**config.mk**
```make
export PLATFORM = sky130hd
export DESIGN_NAME = busCycleMonitor
export DESIGN_NICKNAME = d
export VERILOG_FILES = /design/src/rtl/busMonPkg.sv /design/src/rtl/inputSync.sv /design/src/rtl/busMonCtrl.sv /design/src/rtl/busMonData.sv /design/src/rtl/busCycleMonitor.sv
export SDC_FILE = /design/constraint.sdc
export NUM_CORES = 1
export LEC_CHECK = 0
export ABC_AREA = 1
export BUFFER_PORTS_ARGS = -buffer_cell sky130_fd_sc_hd__clkbuf_2
export CORE_MARGIN = 2
export CORE_UTILIZATION = 41
export DETAILED_ROUTE_END_ITERATION = 8
export HOLD_SLACK_MARGIN = 0.12
export PLACE_DENSITY = 0.66
export SKIP_LAST_GASP = 1
export SYNTH_ARGS = -nofsm -noshare
export SYNTH_HDL_FRONTEND = slang
export SYNTH_SLANG_ARGS = --single-unit
```
**constraint.sdc**
```tcl
create_clock -name clk -period 2.63 [get_ports clk]
set_input_delay 0.3945 -clock clk [delete_from_list [all_inputs] [get_ports clk]]
set_output_delay 0.3945 -clock clk [all_outputs]
set_load 0.02 [all_outputs]
```
**src/rtl/busMonPkg.sv**
```systemverilog
package busMonPkg;

  typedef enum logic [2:0] {
    CY_NONE   = 3'd0,
    CY_FETCH  = 3'd1,
    CY_MEMRD  = 3'd2,
    CY_MEMWR  = 3'd3,
    CY_IORD   = 3'd4,
    CY_IOWR   = 3'd5,
    CY_INTACK = 3'd6
  } cycleKind_e;

  // positions inside the event vector
  localparam int EV_START = 0;
  localparam int EV_DATA  = 1;
  localparam int EV_T1    = 2;
  localparam int EV_RESET = 3;
  localparam int EV_NMI   = 4;
  localparam int EV_GRANT = 6;
  localparam int EV_WIDTH = 8;

  // positions inside the synchronised, active-high pin vector
  localparam int PIN_CLK   = 0;
  localparam int PIN_MREQ  = 1;
  localparam int PIN_IORQ  = 2;
  localparam int PIN_RD    = 3;
  localparam int PIN_WR    = 4;
  localparam int PIN_M1    = 5;
  localparam int PIN_RFSH  = 6;
  localparam int PIN_RESET = 7;
  localparam int PIN_NMI   = 8;
  localparam int PIN_BUSRQ = 9;
  localparam int PIN_COUNT = 10;

  typedef struct packed {
    logic       startHit;
    logic       dataHit;
    logic       t1Hit;
    logic       rstHit;
    logic       nmiHit;
    logic       grantHit;
    logic       typeLoad;
    cycleKind_e typeCode;
    logic       typeClear;
    logic       pendLoad;
    logic       waitLoad;
    logic       waitDec;
  } monStrobe_t;

endpackage

```
**src/rtl/inputSync.sv**
```systemverilog
module inputSync #(
  parameter int WIDTH  = 10,
  parameter int STAGES = 2
) (
  input  logic             clk,
  input  logic             rstN,
  input  logic [WIDTH-1:0] asyncIn,
  output logic [WIDTH-1:0] syncOut
);

  logic [WIDTH-1:0] stage [STAGES];

  for (genvar s = 0; s < STAGES; s++) begin : gStage
    always_ff @(posedge clk) begin
      if (!rstN) begin
        stage[s] <= '0;
      end else if (s == 0) begin
        stage[s] <= asyncIn;
      end else begin
        stage[s] <= stage[(s > 0) ? s - 1 : 0];
      end
    end
  end

  assign syncOut = stage[STAGES-1];

endmodule

```
**src/rtl/busMonCtrl.sv**
```systemverilog
module busMonCtrl
  import busMonPkg::*;
(
  input  logic                 clk,
  input  logic                 rstN,
  input  logic [PIN_COUNT-1:0] pinAct,
  input  logic                 pendZero,
  input  logic                 cntLast,
  output monStrobe_t           strobe,
  output logic                 waitLow,
  output logic                 granted
);

  logic clkNow, mreq, iorq, rd, wr, m1, rfsh, hostRst, nmi, busrq;
  assign clkNow  = pinAct[PIN_CLK];
  assign mreq    = pinAct[PIN_MREQ];
  assign iorq    = pinAct[PIN_IORQ];
  assign rd      = pinAct[PIN_RD];
  assign wr      = pinAct[PIN_WR];
  assign m1      = pinAct[PIN_M1];
  assign rfsh    = pinAct[PIN_RFSH];
  assign hostRst = pinAct[PIN_RESET];
  assign nmi     = pinAct[PIN_NMI];
  assign busrq   = pinAct[PIN_BUSRQ];

  logic clkPrev, rstPrev, nmiPrev, busyPrev, cmdPrev, xferPrev;
  logic resolved, armed, t2Next;

  logic busy, cmdActive, xfer, clkRise, busyEnd, t1Fire, grantCond;
  cycleKind_e decoded;

  assign busy      = mreq | iorq;
  assign cmdActive = (mreq & ~rfsh) | iorq;
  assign xfer      = rd | wr;
  assign clkRise   = clkNow & ~clkPrev;
  assign busyEnd   = busyPrev & ~busy;
  assign t1Fire    = clkRise & armed & ~granted & ~hostRst;
  assign grantCond = busrq & ~granted & ~busy & ~m1 & ~rfsh
                   & ~waitLow & ~t2Next & ~hostRst;

  // acknowledge is tested first so it can never fall through to an I/O kind
  always_comb begin
    if (m1 & iorq)               decoded = CY_INTACK;
    else if (m1 & mreq & rd)     decoded = CY_FETCH;
    else if (mreq & ~rfsh & rd)  decoded = CY_MEMRD;
    else if (mreq & ~rfsh & wr)  decoded = CY_MEMWR;
    else if (iorq & rd)          decoded = CY_IORD;
    else if (iorq & wr)          decoded = CY_IOWR;
    else                         decoded = CY_NONE;
  end

  always_comb begin
    strobe           = '0;
    strobe.startHit  = cmdActive & ~cmdPrev & ~hostRst;
    strobe.dataHit   = xfer & ~xferPrev & ~hostRst;
    strobe.t1Hit     = t1Fire;
    strobe.rstHit    = hostRst & ~rstPrev;
    strobe.nmiHit    = nmi & ~nmiPrev;
    strobe.grantHit  = grantCond;
    strobe.typeLoad  = cmdActive & ~resolved & (decoded != CY_NONE) & ~hostRst;
    strobe.typeCode  = decoded;
    strobe.typeClear = hostRst;
    strobe.pendLoad  = t1Fire;
    strobe.waitLoad  = clkRise & ~waitLow & t2Next & ~pendZero & ~hostRst;
    strobe.waitDec   = clkRise & waitLow & ~cntLast & ~hostRst;
  end

  always_ff @(posedge clk) begin
    if (!rstN) begin
      clkPrev  <= 1'b0;
      rstPrev  <= 1'b0;
      nmiPrev  <= 1'b0;
      busyPrev <= 1'b0;
      cmdPrev  <= 1'b0;
      xferPrev <= 1'b0;
      resolved <= 1'b0;
      armed    <= 1'b1;
      t2Next   <= 1'b0;
      waitLow  <= 1'b0;
      granted  <= 1'b0;
    end else begin
      clkPrev  <= clkNow;
      rstPrev  <= hostRst;
      nmiPrev  <= nmi;
      busyPrev <= busy;
      cmdPrev  <= cmdActive;
      xferPrev <= xfer;
      if (hostRst) begin
        resolved <= 1'b0;
        armed    <= 1'b1;
        t2Next   <= 1'b0;
        waitLow  <= 1'b0;
        granted  <= 1'b0;
      end else begin
        if (!cmdActive)                 resolved <= 1'b0;
        else if (decoded != CY_NONE)    resolved <= 1'b1;

        if (t1Fire || busy)             armed <= 1'b0;
        else if (busyEnd)               armed <= 1'b1;

        if (clkRise) begin
          if (waitLow) begin
            if (cntLast) waitLow <= 1'b0;
          end else if (t2Next) begin
            t2Next <= 1'b0;
            if (!pendZero) waitLow <= 1'b1;
          end
          if (t1Fire) t2Next <= 1'b1;
        end

        if (granted && !busrq)          granted <= 1'b0;
        else if (grantCond)             granted <= 1'b1;
      end
    end
  end

  // the wait line may only drop in response to a host clock rising edge
  assert_wait_on_rise_R7: assert property (@(posedge clk) disable iff (!rstN)
    $rose(waitLow) |-> $past(clkRise));

  // a granted bus never carries an inserted wait
  assert_no_wait_granted_R8: assert property (@(posedge clk) disable iff (!rstN)
    granted |-> !waitLow);

  // an acknowledge pattern is loaded as acknowledge, never as I/O
  assert_ack_not_io_R3: assert property (@(posedge clk) disable iff (!rstN)
    (strobe.typeLoad && m1 && iorq) |-> (strobe.typeCode == CY_INTACK));

  // host reset quiets the wait and grant state on the next clock
  assert_reset_quiets_R9: assert property (@(posedge clk) disable iff (!rstN)
    hostRst |=> (!waitLow && !granted));

endmodule

```
**src/rtl/busMonData.sv**
```systemverilog
module busMonData
  import busMonPkg::*;
#(
  parameter int WAIT_W = 4
) (
  input  logic                clk,
  input  logic                rstN,
  input  monStrobe_t          strobe,
  input  logic [WAIT_W-1:0]   waitCount,
  output logic [EV_WIDTH-1:0] eventVec,
  output cycleKind_e          cycleType,
  output logic                pendZero,
  output logic                cntLast
);

  localparam logic [WAIT_W-1:0] ONE = WAIT_W'(1);

  logic [WAIT_W-1:0]   waitPend;
  logic [WAIT_W-1:0]   waitCnt;
  logic [EV_WIDTH-1:0] eventNext;

  always_comb begin
    eventNext           = '0;
    eventNext[EV_START] = strobe.startHit;
    eventNext[EV_DATA]  = strobe.dataHit;
    eventNext[EV_T1]    = strobe.t1Hit;
    eventNext[EV_RESET] = strobe.rstHit;
    eventNext[EV_NMI]   = strobe.nmiHit;
    eventNext[EV_GRANT] = strobe.grantHit;
  end

  always_ff @(posedge clk) begin
    if (!rstN) begin
      eventVec  <= '0;
      cycleType <= CY_NONE;
      waitPend  <= '0;
      waitCnt   <= '0;
    end else begin
      eventVec <= eventNext;
      if (strobe.typeClear)     cycleType <= CY_NONE;
      else if (strobe.typeLoad) cycleType <= strobe.typeCode;
      if (strobe.pendLoad)      waitPend  <= waitCount;
      if (strobe.waitLoad)      waitCnt   <= waitPend;
      else if (strobe.waitDec)  waitCnt   <= waitCnt - ONE;
    end
  end

  assign pendZero = (waitPend == '0);
  assign cntLast  = (waitCnt == ONE);

  // the control never counts below zero
  assert_no_underflow_R7: assert property (@(posedge clk) disable iff (!rstN)
    strobe.waitDec |-> (waitCnt != '0));

  // no event bit stays high for two clocks
  assert_single_pulse_R11: assert property (@(posedge clk) disable iff (!rstN)
    (eventVec & $past(eventVec)) == '0);

endmodule

```
**src/rtl/busCycleMonitor.sv**
```systemverilog
module busCycleMonitor
  import busMonPkg::*;
#(
  parameter int WAIT_W      = 4,
  parameter int SYNC_STAGES = 2
) (
  input  logic              clk,
  input  logic              rstN,
  input  logic              hostClk,
  input  logic              hostMreqN,
  input  logic              hostIorqN,
  input  logic              hostRdN,
  input  logic              hostWrN,
  input  logic              hostM1N,
  input  logic              hostRfshN,
  input  logic              hostResetN,
  input  logic              hostNmiN,
  input  logic              hostBusrqN,
  input  logic [WAIT_W-1:0] waitCount,
  output logic              hostWaitN,
  output logic              busRelease,
  output logic [2:0]        cycleType,
  output logic [7:0]        eventVec
);

  logic [PIN_COUNT-1:0] pinRaw, pinAct;
  monStrobe_t           strobe;
  logic                 pendZero, cntLast, waitLow, granted;
  cycleKind_e           kind;

  always_comb begin
    pinRaw            = '0;
    pinRaw[PIN_CLK]   = hostClk;
    pinRaw[PIN_MREQ]  = ~hostMreqN;
    pinRaw[PIN_IORQ]  = ~hostIorqN;
    pinRaw[PIN_RD]    = ~hostRdN;
    pinRaw[PIN_WR]    = ~hostWrN;
    pinRaw[PIN_M1]    = ~hostM1N;
    pinRaw[PIN_RFSH]  = ~hostRfshN;
    pinRaw[PIN_RESET] = ~hostResetN;
    pinRaw[PIN_NMI]   = ~hostNmiN;
    pinRaw[PIN_BUSRQ] = ~hostBusrqN;
  end

  inputSync #(.WIDTH(PIN_COUNT), .STAGES(SYNC_STAGES)) uSync (
    .clk(clk), .rstN(rstN), .asyncIn(pinRaw), .syncOut(pinAct)
  );

  busMonCtrl uCtrl (
    .clk(clk), .rstN(rstN), .pinAct(pinAct), .pendZero(pendZero),
    .cntLast(cntLast), .strobe(strobe), .waitLow(waitLow), .granted(granted)
  );

  busMonData #(.WAIT_W(WAIT_W)) uData (
    .clk(clk), .rstN(rstN), .strobe(strobe), .waitCount(waitCount),
    .eventVec(eventVec), .cycleType(kind), .pendZero(pendZero), .cntLast(cntLast)
  );

  assign cycleType  = kind;
  assign hostWaitN  = ~waitLow;
  assign busRelease = granted;

endmodule

```
==> results of run 1 <==
==> power groups by stage <==
stage	Combinational, mW	Sequential (mW)	Clock, mW
after detailed placement	0.0886	0.782	0
after global placement	0.0869	0.782	0
after floorplan	0.0613	0.785	0
after global routing	0.101	0.769	0.593
after CTS	0.0887	0.765	0.555
final	0.0879	0.765	0.539
==> metal layers <==
| layer | part of all wire | vias up | global-route usage | wire length (µm) |
|---|---|---|---|---|
| met1 | 0.48 | 619 | 0.1659 | 1465 |
| met4 | 0.021 | 0 | 0.08120 | 65 |
| li1 | - | 757 | - | - |
| met2 | 0.46 | 32 | 0.2233 | 1395 |
| met5 | 0 | - | 0 | 0 |
| met3 | 0.044 | 6 | 0.03175 | 135 |
==> area by class of cell <==
| class | instances | area (µm²) | share of cell area |
|---|---|---|---|
| tap | 52 | 65.06 | 0.03101 |
| inverter | 45 | 168.9 | 0.08050 |
| clock buffer | 6 | 82.58 | 0.03936 |
| sequential | 48 | 960.9 | 0.4580 |
| clock inverter | 2 | 38.79 | 0.01849 |
| timing repair buffer | 26 | 130.1 | 0.06202 |
| multi-input combinational | 136 | 651.9 | 0.3107 |
==> placed cells by master, fill, tap and decap left out, drive strengths merged <==
cell	n
a21oi	8
nand4	4
inv	45
nand3	13
nor2	45
conb	2
ha	2
xor2	1
nand3b	1
bufinv	1
dfxtp	48
clkinv	1
nor3	3
o21ai	11
o21a	1
clkbuf	32
o211ai	1
nand2	44
==> cells by family after synthesis <==
group,count (synthesis),synth area share
DFF,48,0.5300
adders and majority gates,2,0.01380
buffers and inverters,51,0.1125
xor gates and xnor gates,1,0.004832
AOI/OAI and AO/OA,21,0.06280
other,1,0.002068
and+or+nand+nor,110,0.2740
==> sequential cells by signal (all words and copies together), names as in the netlist, 3 cells and up <==
| register | count |
|---|---|
| uData.waitPend | 4 |
| uData.eventVec | 6 |
| uData.waitCnt | 4 |
| uData.cycleType | 3 |
| uSync.stage | 20 |
==> worst max-delay path: stages <==
cell and delay, ps:
sky130_fd_sc_hd__clkbuf_2 320, sky130_fd_sc_hd__inv_1 340, sky130_fd_sc_hd__nor2_2 300, sky130_fd_sc_hd__inv_1 150, sky130_fd_sc_hd__nor3_1 220
==> how the worst max path moves through the flow <==
stage,endpoint,slack (ps),depth (start not counted)
2_1_floorplan,uData.waitCnt[2]$_SDFFE_PN0P_,1460,8
3_3_place_gp,uCtrl.resolved$_SDFFE_PP0P_,880,7
3_5_place_dp,uData.eventVec[0]$_SDFF_PN0_,810,5
4_1_cts,uData.eventVec[0]$_SDFF_PN0_,1120,5
5_1_grt,uCtrl.resolved$_SDFFE_PP0P_,960,7
6_report,uData.eventVec[0]$_SDFF_PN0_,1110,5
==> through the flow <==
| stage | instance area [µm²] | hold WS [ps] | instances |
|---|---|---|---|
| after CTS | 2098 | 235.5 | 315 |
| after floorplan | 1817 | 368.1 | 235 |
| after detailed placement | 1977 | 382.7 | 307 |
| after global routing | 2098 | 235.0 | 315 |
| final | 2098 | 243.3 | 315 |
| after global placement | 1977 | 371.3 | 307 |
==> impl_results.md, run 1 <==
- Synthesis-to-finish area growth: 15.73%
- Clock slew at the register clock pins of the worst setup and hold paths: 80 ps
- Share of cells above drive strength 1: 0.1787
- Most used flip-flop cell after synthesis: sky130_fd_sc_hd__dfxtp_1
- Cell area after synthesis: 0.001813 mm²
- Mapped Cells: 234
- RSZ-0062 raised after global routing: false
- Comb pwr share: 0.063
- Number of placed I/O pins: 29
- Resized cells post-CTS: 0
- CTS tree: done
- Final clock skew: 5.778 ps
- Floorplan row count: 24
- Post-synth EDFFs: 0
- Flop2flop setup slack: 1280 ps
- Worst-case vdd ir drop: 0.0003103 V
- Final hold violation count: 0
- DP HPWL: 2325 µm
- Horizontal extent of the die: 70.50 µm
- Worst endpoint data arrival time: 1730 ps
- First-pass GRT wire length: 5430 µm
- Beginning of the worst hold path: hostRfshN
- Clock sinks: 48
- IO buf count: 26
- Setup slack of the critical path after layout: 1110 ps
- Required time at the worst-slack endpoint: 2840 ps
- Vias per Instance: 4.489
- Final-layout fill cell count: 448
- Largest driver fanout on the critical path: 22
- Total of endpoints with negative setup slack in the final report: 0
- Share of synthesized area occupied by flip-flops and latches: 0.5300
- Final slew viol count: 0
- Net switching share of the total power: 0.2138
- Total Routing Usage GR: 0.1379
- Via count of the routed design: 1414
- DP Worst Slack: 810.7 ps
- Total CTS buffers: 5
- Via count of the first global-routing pass: 1319
- Hold Crit Depth: 2
- Vertical die dimension: 70.50 µm
- Total Wirelength: 3061 µm
- Critical path launch point: rstN
- Antenna-violating nets left: 0
- DRC: 0
- Share of the clock period used by the worst path after layout: 0.5779
- NetSw: 297.7 µW
- Cell taking the most area after synthesis: sky130_fd_sc_hd__dfxtp_1
- Initial Utilization: 0.4222
- Root cell of the clock tree: sky130_fd_sc_hd__clkbuf_8
- Post-synthesis async set-or-reset flop share: 0
- Kind of start point of the critical path: primary input
- Overflow after GRT: 0
- Commonest cells in the netlist: 48 x sky130_fd_sc_hd__dfxtp_1, 43 x sky130_fd_sc_hd__nand2_1, 42 x sky130_fd_sc_hd__inv_1
- Kind of end point of the critical path: register
- Antenna violations before repair: 0
- Largest net degree at the start of global routing: 23
- # Post-CTS Setup Buffers: 0
- PwrDens: 663.4 mW/mm²
- Status: complete, no violations
- Clk_lat worst skew: 290 ps
- Worst setup path class: primary input to register
- Hold Crit Class: primary input to register
- Destination of the worst register-to-register timing path: uData.waitPend[1]$_SDFFE_PN0P_
- Hold-fix buffers, CTS: 0
- Most repeated cell in the gate-level netlist after synthesis: sky130_fd_sc_hd__dfxtp_1
- Count of cells along the worst register-to-register path: 5
- Floorplan core area: 0.004294 mm²
- Sink of the worst hold path: uSync.stage[0][6]$_SDFF_PN0_
- Clock Power Share: 0.387
- Clock tree buffer depth: 2
- Warnings from Yosys: 0
- Top-area cell type share of the netlist area: 0.5300
- Area contributors post-synth: sky130_fd_sc_hd__dfxtp_1 53%, sky130_fd_sc_hd__nand2_1 8.9%, sky130_fd_sc_hd__inv_1 8.7%, sky130_fd_sc_hd__nor2_1 8.5%, sky130_fd_sc_hd__nand3_1 2.5%
- Number of nets in the layout: 280
- Iteration-0 DRC Markers: 63
- Count of different cell masters after synthesis: 26
- Shortest clock period the worst path allows after layout: 1520 ps
- Final weighted congestion of routability-driven global placement: 0.8257
- Static power due to leakage: 1.059 nW
- Die Outline Area: 0.004970 mm²
- Total Neg Setup Slack: 0 ps
- Flip-flop and latch count after synthesis: 48
- Per-instance average area after synthesis: 7.748 µm²
- Cell internal power dissipation: 1.094 mW
- Worst reg2reg path startpoint: uSync.stage[1][0]$_SDFF_PN0_
- Routed length per placed instance: 9.717 µm
- N_diodes: 0
- Achievable frequency: 0.6580 GHz
- Util after Layout: 0.4886
- Drt first pass iters: 4
- Proportion of power drawn by flip-flops and latches: 0.550
- CTS H-Tree Depth: 2
- Max-capacitance violation count: 0
- Final total power: 1.392 mW
(Power assumes the default switching activity.)
==> run 2: changes to the inputs <==
==> constraint.sdc (replaced) <==
create_clock -name clk -period 1.6 [get_ports clk]
set_input_delay 0.24 -clock clk [delete_from_list [all_inputs] [get_ports clk]]
set_output_delay 0.24 -clock clk [all_outputs]
set_load 0.02 [all_outputs]
==> run 2 against run 1 <==
Net effect: clock skew is 1.1 ps higher; critical path type is now register to register; worst setup slack worse by 860 ps; sequential power is 65% higher; power is 65% higher; register-to-register slack worse by 1000 ps; via count is 1.2% higher; sequential share of layout area is 2.3 points lower.
==> impl_results.md, run 2 (synthesized netlist as in run 1, its figures left out) <==
- Status: complete, no violations
- Static power due to leakage: 1.108 nW
- Number of nets in the layout: 292
- Share of cells above drive strength 1: 0.1782
- RSZ-0062 raised after global routing: false
- Iteration-0 DRC Markers: 50
- Final slew viol count: 0
- Clock Power Share: 0.380
- Initial Utilization: 0.4222
- # Post-CTS Setup Buffers: 0
- DP HPWL: 2212 µm
- First-pass GRT wire length: 5451 µm
- Net switching share of the total power: 0.2267
- Vias per Instance: 4.376
- Largest driver fanout on the critical path: 11
- Hold Crit Class: primary input to register
- Final Instance Area: 0.002208 mm²
- Top flop regs: uSync.stage: 20 flops, uData.eventVec: 6 flops
- Resized cells post-CTS: 0
- Total CTS buffers: 5
- Via count of the routed design: 1431
- Routed length per placed instance: 9.456 µm
- Worst setup path class: register to register
- Antenna-violating nets left: 0
- Largest net degree at the start of global routing: 22
- Placed cells: 309
- Share of the clock period used by the worst path after layout: 0.8409
- Floorplan core area: 0.004294 mm²
- Antenna violations before repair: 0
- Hold-fix buffers, CTS: 10
- Max-capacitance violation count: 0
- Placed Instance Area: 0.001992 mm²
- Number of placed I/O pins: 29
- Cell internal power dissipation: 1.778 mW
- Total Routing Usage GR: 0.1395
- Worst endpoint data arrival time: 1520 ps
- Horizontal extent of the die: 70.50 µm
- Vertical die dimension: 70.50 µm
- PwrDens: 1041 mW/mm²
- CTS tree: done
- Required time at the worst-slack endpoint: 1780 ps
- Floorplan row count: 24
- Worst-case vdd ir drop: 0.0004784 V
- Util after Layout: 0.5143
- Largest register FFs: 20
- Synthesis-to-finish area growth: 21.81%
- Commonest cells after routing, fill and taps aside: 48 x sky130_fd_sc_hd__dfxtp_1, 43 x sky130_fd_sc_hd__nand2_1, 42 x sky130_fd_sc_hd__inv_1
- Final clock skew: 6.926 ps
- Final hold violation count: 0
- Root cell of the clock tree: sky130_fd_sc_hd__clkbuf_8
- Total of endpoints with negative setup slack in the final report: 0
- Die Outline Area: 0.004970 mm²
- Kind of start point of the critical path: register
- IO buf count: 26
- Shortest clock period the worst path allows after layout: 1345 ps
- Clk_lat worst skew: 300 ps
- Via count of the first global-routing pass: 1319
- Clock tree buffer depth: 2
- Drt first pass iters: 4
- Overflow after GRT: 0
- Total Neg Setup Slack: 0 ps
- Clock sinks: 48
- Achievable frequency: 0.7433 GHz
- Number of standard cells in the layout, taps in and fillers out: 327
- DRC: 0
- CTS H-Tree Depth: 2
- NetSw: 521.3 µW
- Total Wirelength: 3092 µm
- Worst-case hold slack: 213.9 ps
- Commonest non-fill, non-tap cell in the layout: sky130_fd_sc_hd__dfxtp_1
- N_diodes: 0
- Proportion of power drawn by flip-flops and latches: 0.547
- Clock slew at the register clock pins of the worst setup and hold paths: 90 ps
- Comb pwr share: 0.073
- Kind of end point of the critical path: register
- Largest register by flop count: uSync.stage
- Final weighted congestion of routability-driven global placement: 0.7680
-- run 2: worst paths after layout --
path / from / to / slack, ps / cells after the start
worst max-delay path: uSync.stage[1][0]$_SDFF_PN0_ / uData.waitPend[0]$_SDFFE_PN0P_ / 250 / 5
worst min-delay path: waitCount[2] / uData.waitPend[2]$_SDFFE_PN0P_ / 210 / 3
worst max register to register: uSync.stage[1][0]$_SDFF_PN0_ / uData.waitPend[0]$_SDFFE_PN0P_ / 250 / 5
worst min register to register: uCtrl.rstPrev$_SDFF_PN0_ / uData.eventVec[3]$_SDFF_PN0_ / 390 / 1
-- run 2: power by group through the flow --
stage / Combinational (mW) / Sequential, mW / Clock (mW)
floorplan: 0.101 / 1.29 / 0
global placement: 0.149 / 1.28 / 0
detailed placement: 0.150 / 1.28 / 0
CTS: 0.170 / 1.26 / 0.903
global route: 0.193 / 1.26 / 0.952
finish: 0.168 / 1.26 / 0.874
-- run 2: per-stage QoR --
stage	total power [mW]	setup WS, ps
CTS	2.329	291.4
global placement	1.433	371.7
global route	2.407	30.84
finish	2.299	254.6
detailed placement	1.435	296.0
floorplan	1.390	431.5
-- run 2: metal layers --
layer,GRT usage,wire length [µm],vias to the layer above
met3,0.03896,139,6
met5,0,0,-
li1,-,-,783
met1,0.1724,1530,609
met4,0.07265,34,0
met2,0.2201,1387,33
-- run 2: critical path, cell delays in order (launching register included) --
cell and delay (ps):
sky130_fd_sc_hd__dfxtp_1 380, sky130_fd_sc_hd__inv_1 80, sky130_fd_sc_hd__nor3_1 130, sky130_fd_sc_hd__nand3_1 310
sky130_fd_sc_hd__o21ai_0 260, sky130_fd_sc_hd__a21oi_1 60
-- run 2: layout make-up --
cell class,instances,area [µm²]
Clock buffer,5,68.82
Sequential cell,48,960.9
Tap cell,52,65.06
Fill cell,427,2086
Clock inverter,3,47.55
Timing Repair Buffer,38,245.2
Multi-Input combinational cell,136,651.9
Inverter,45,168.9
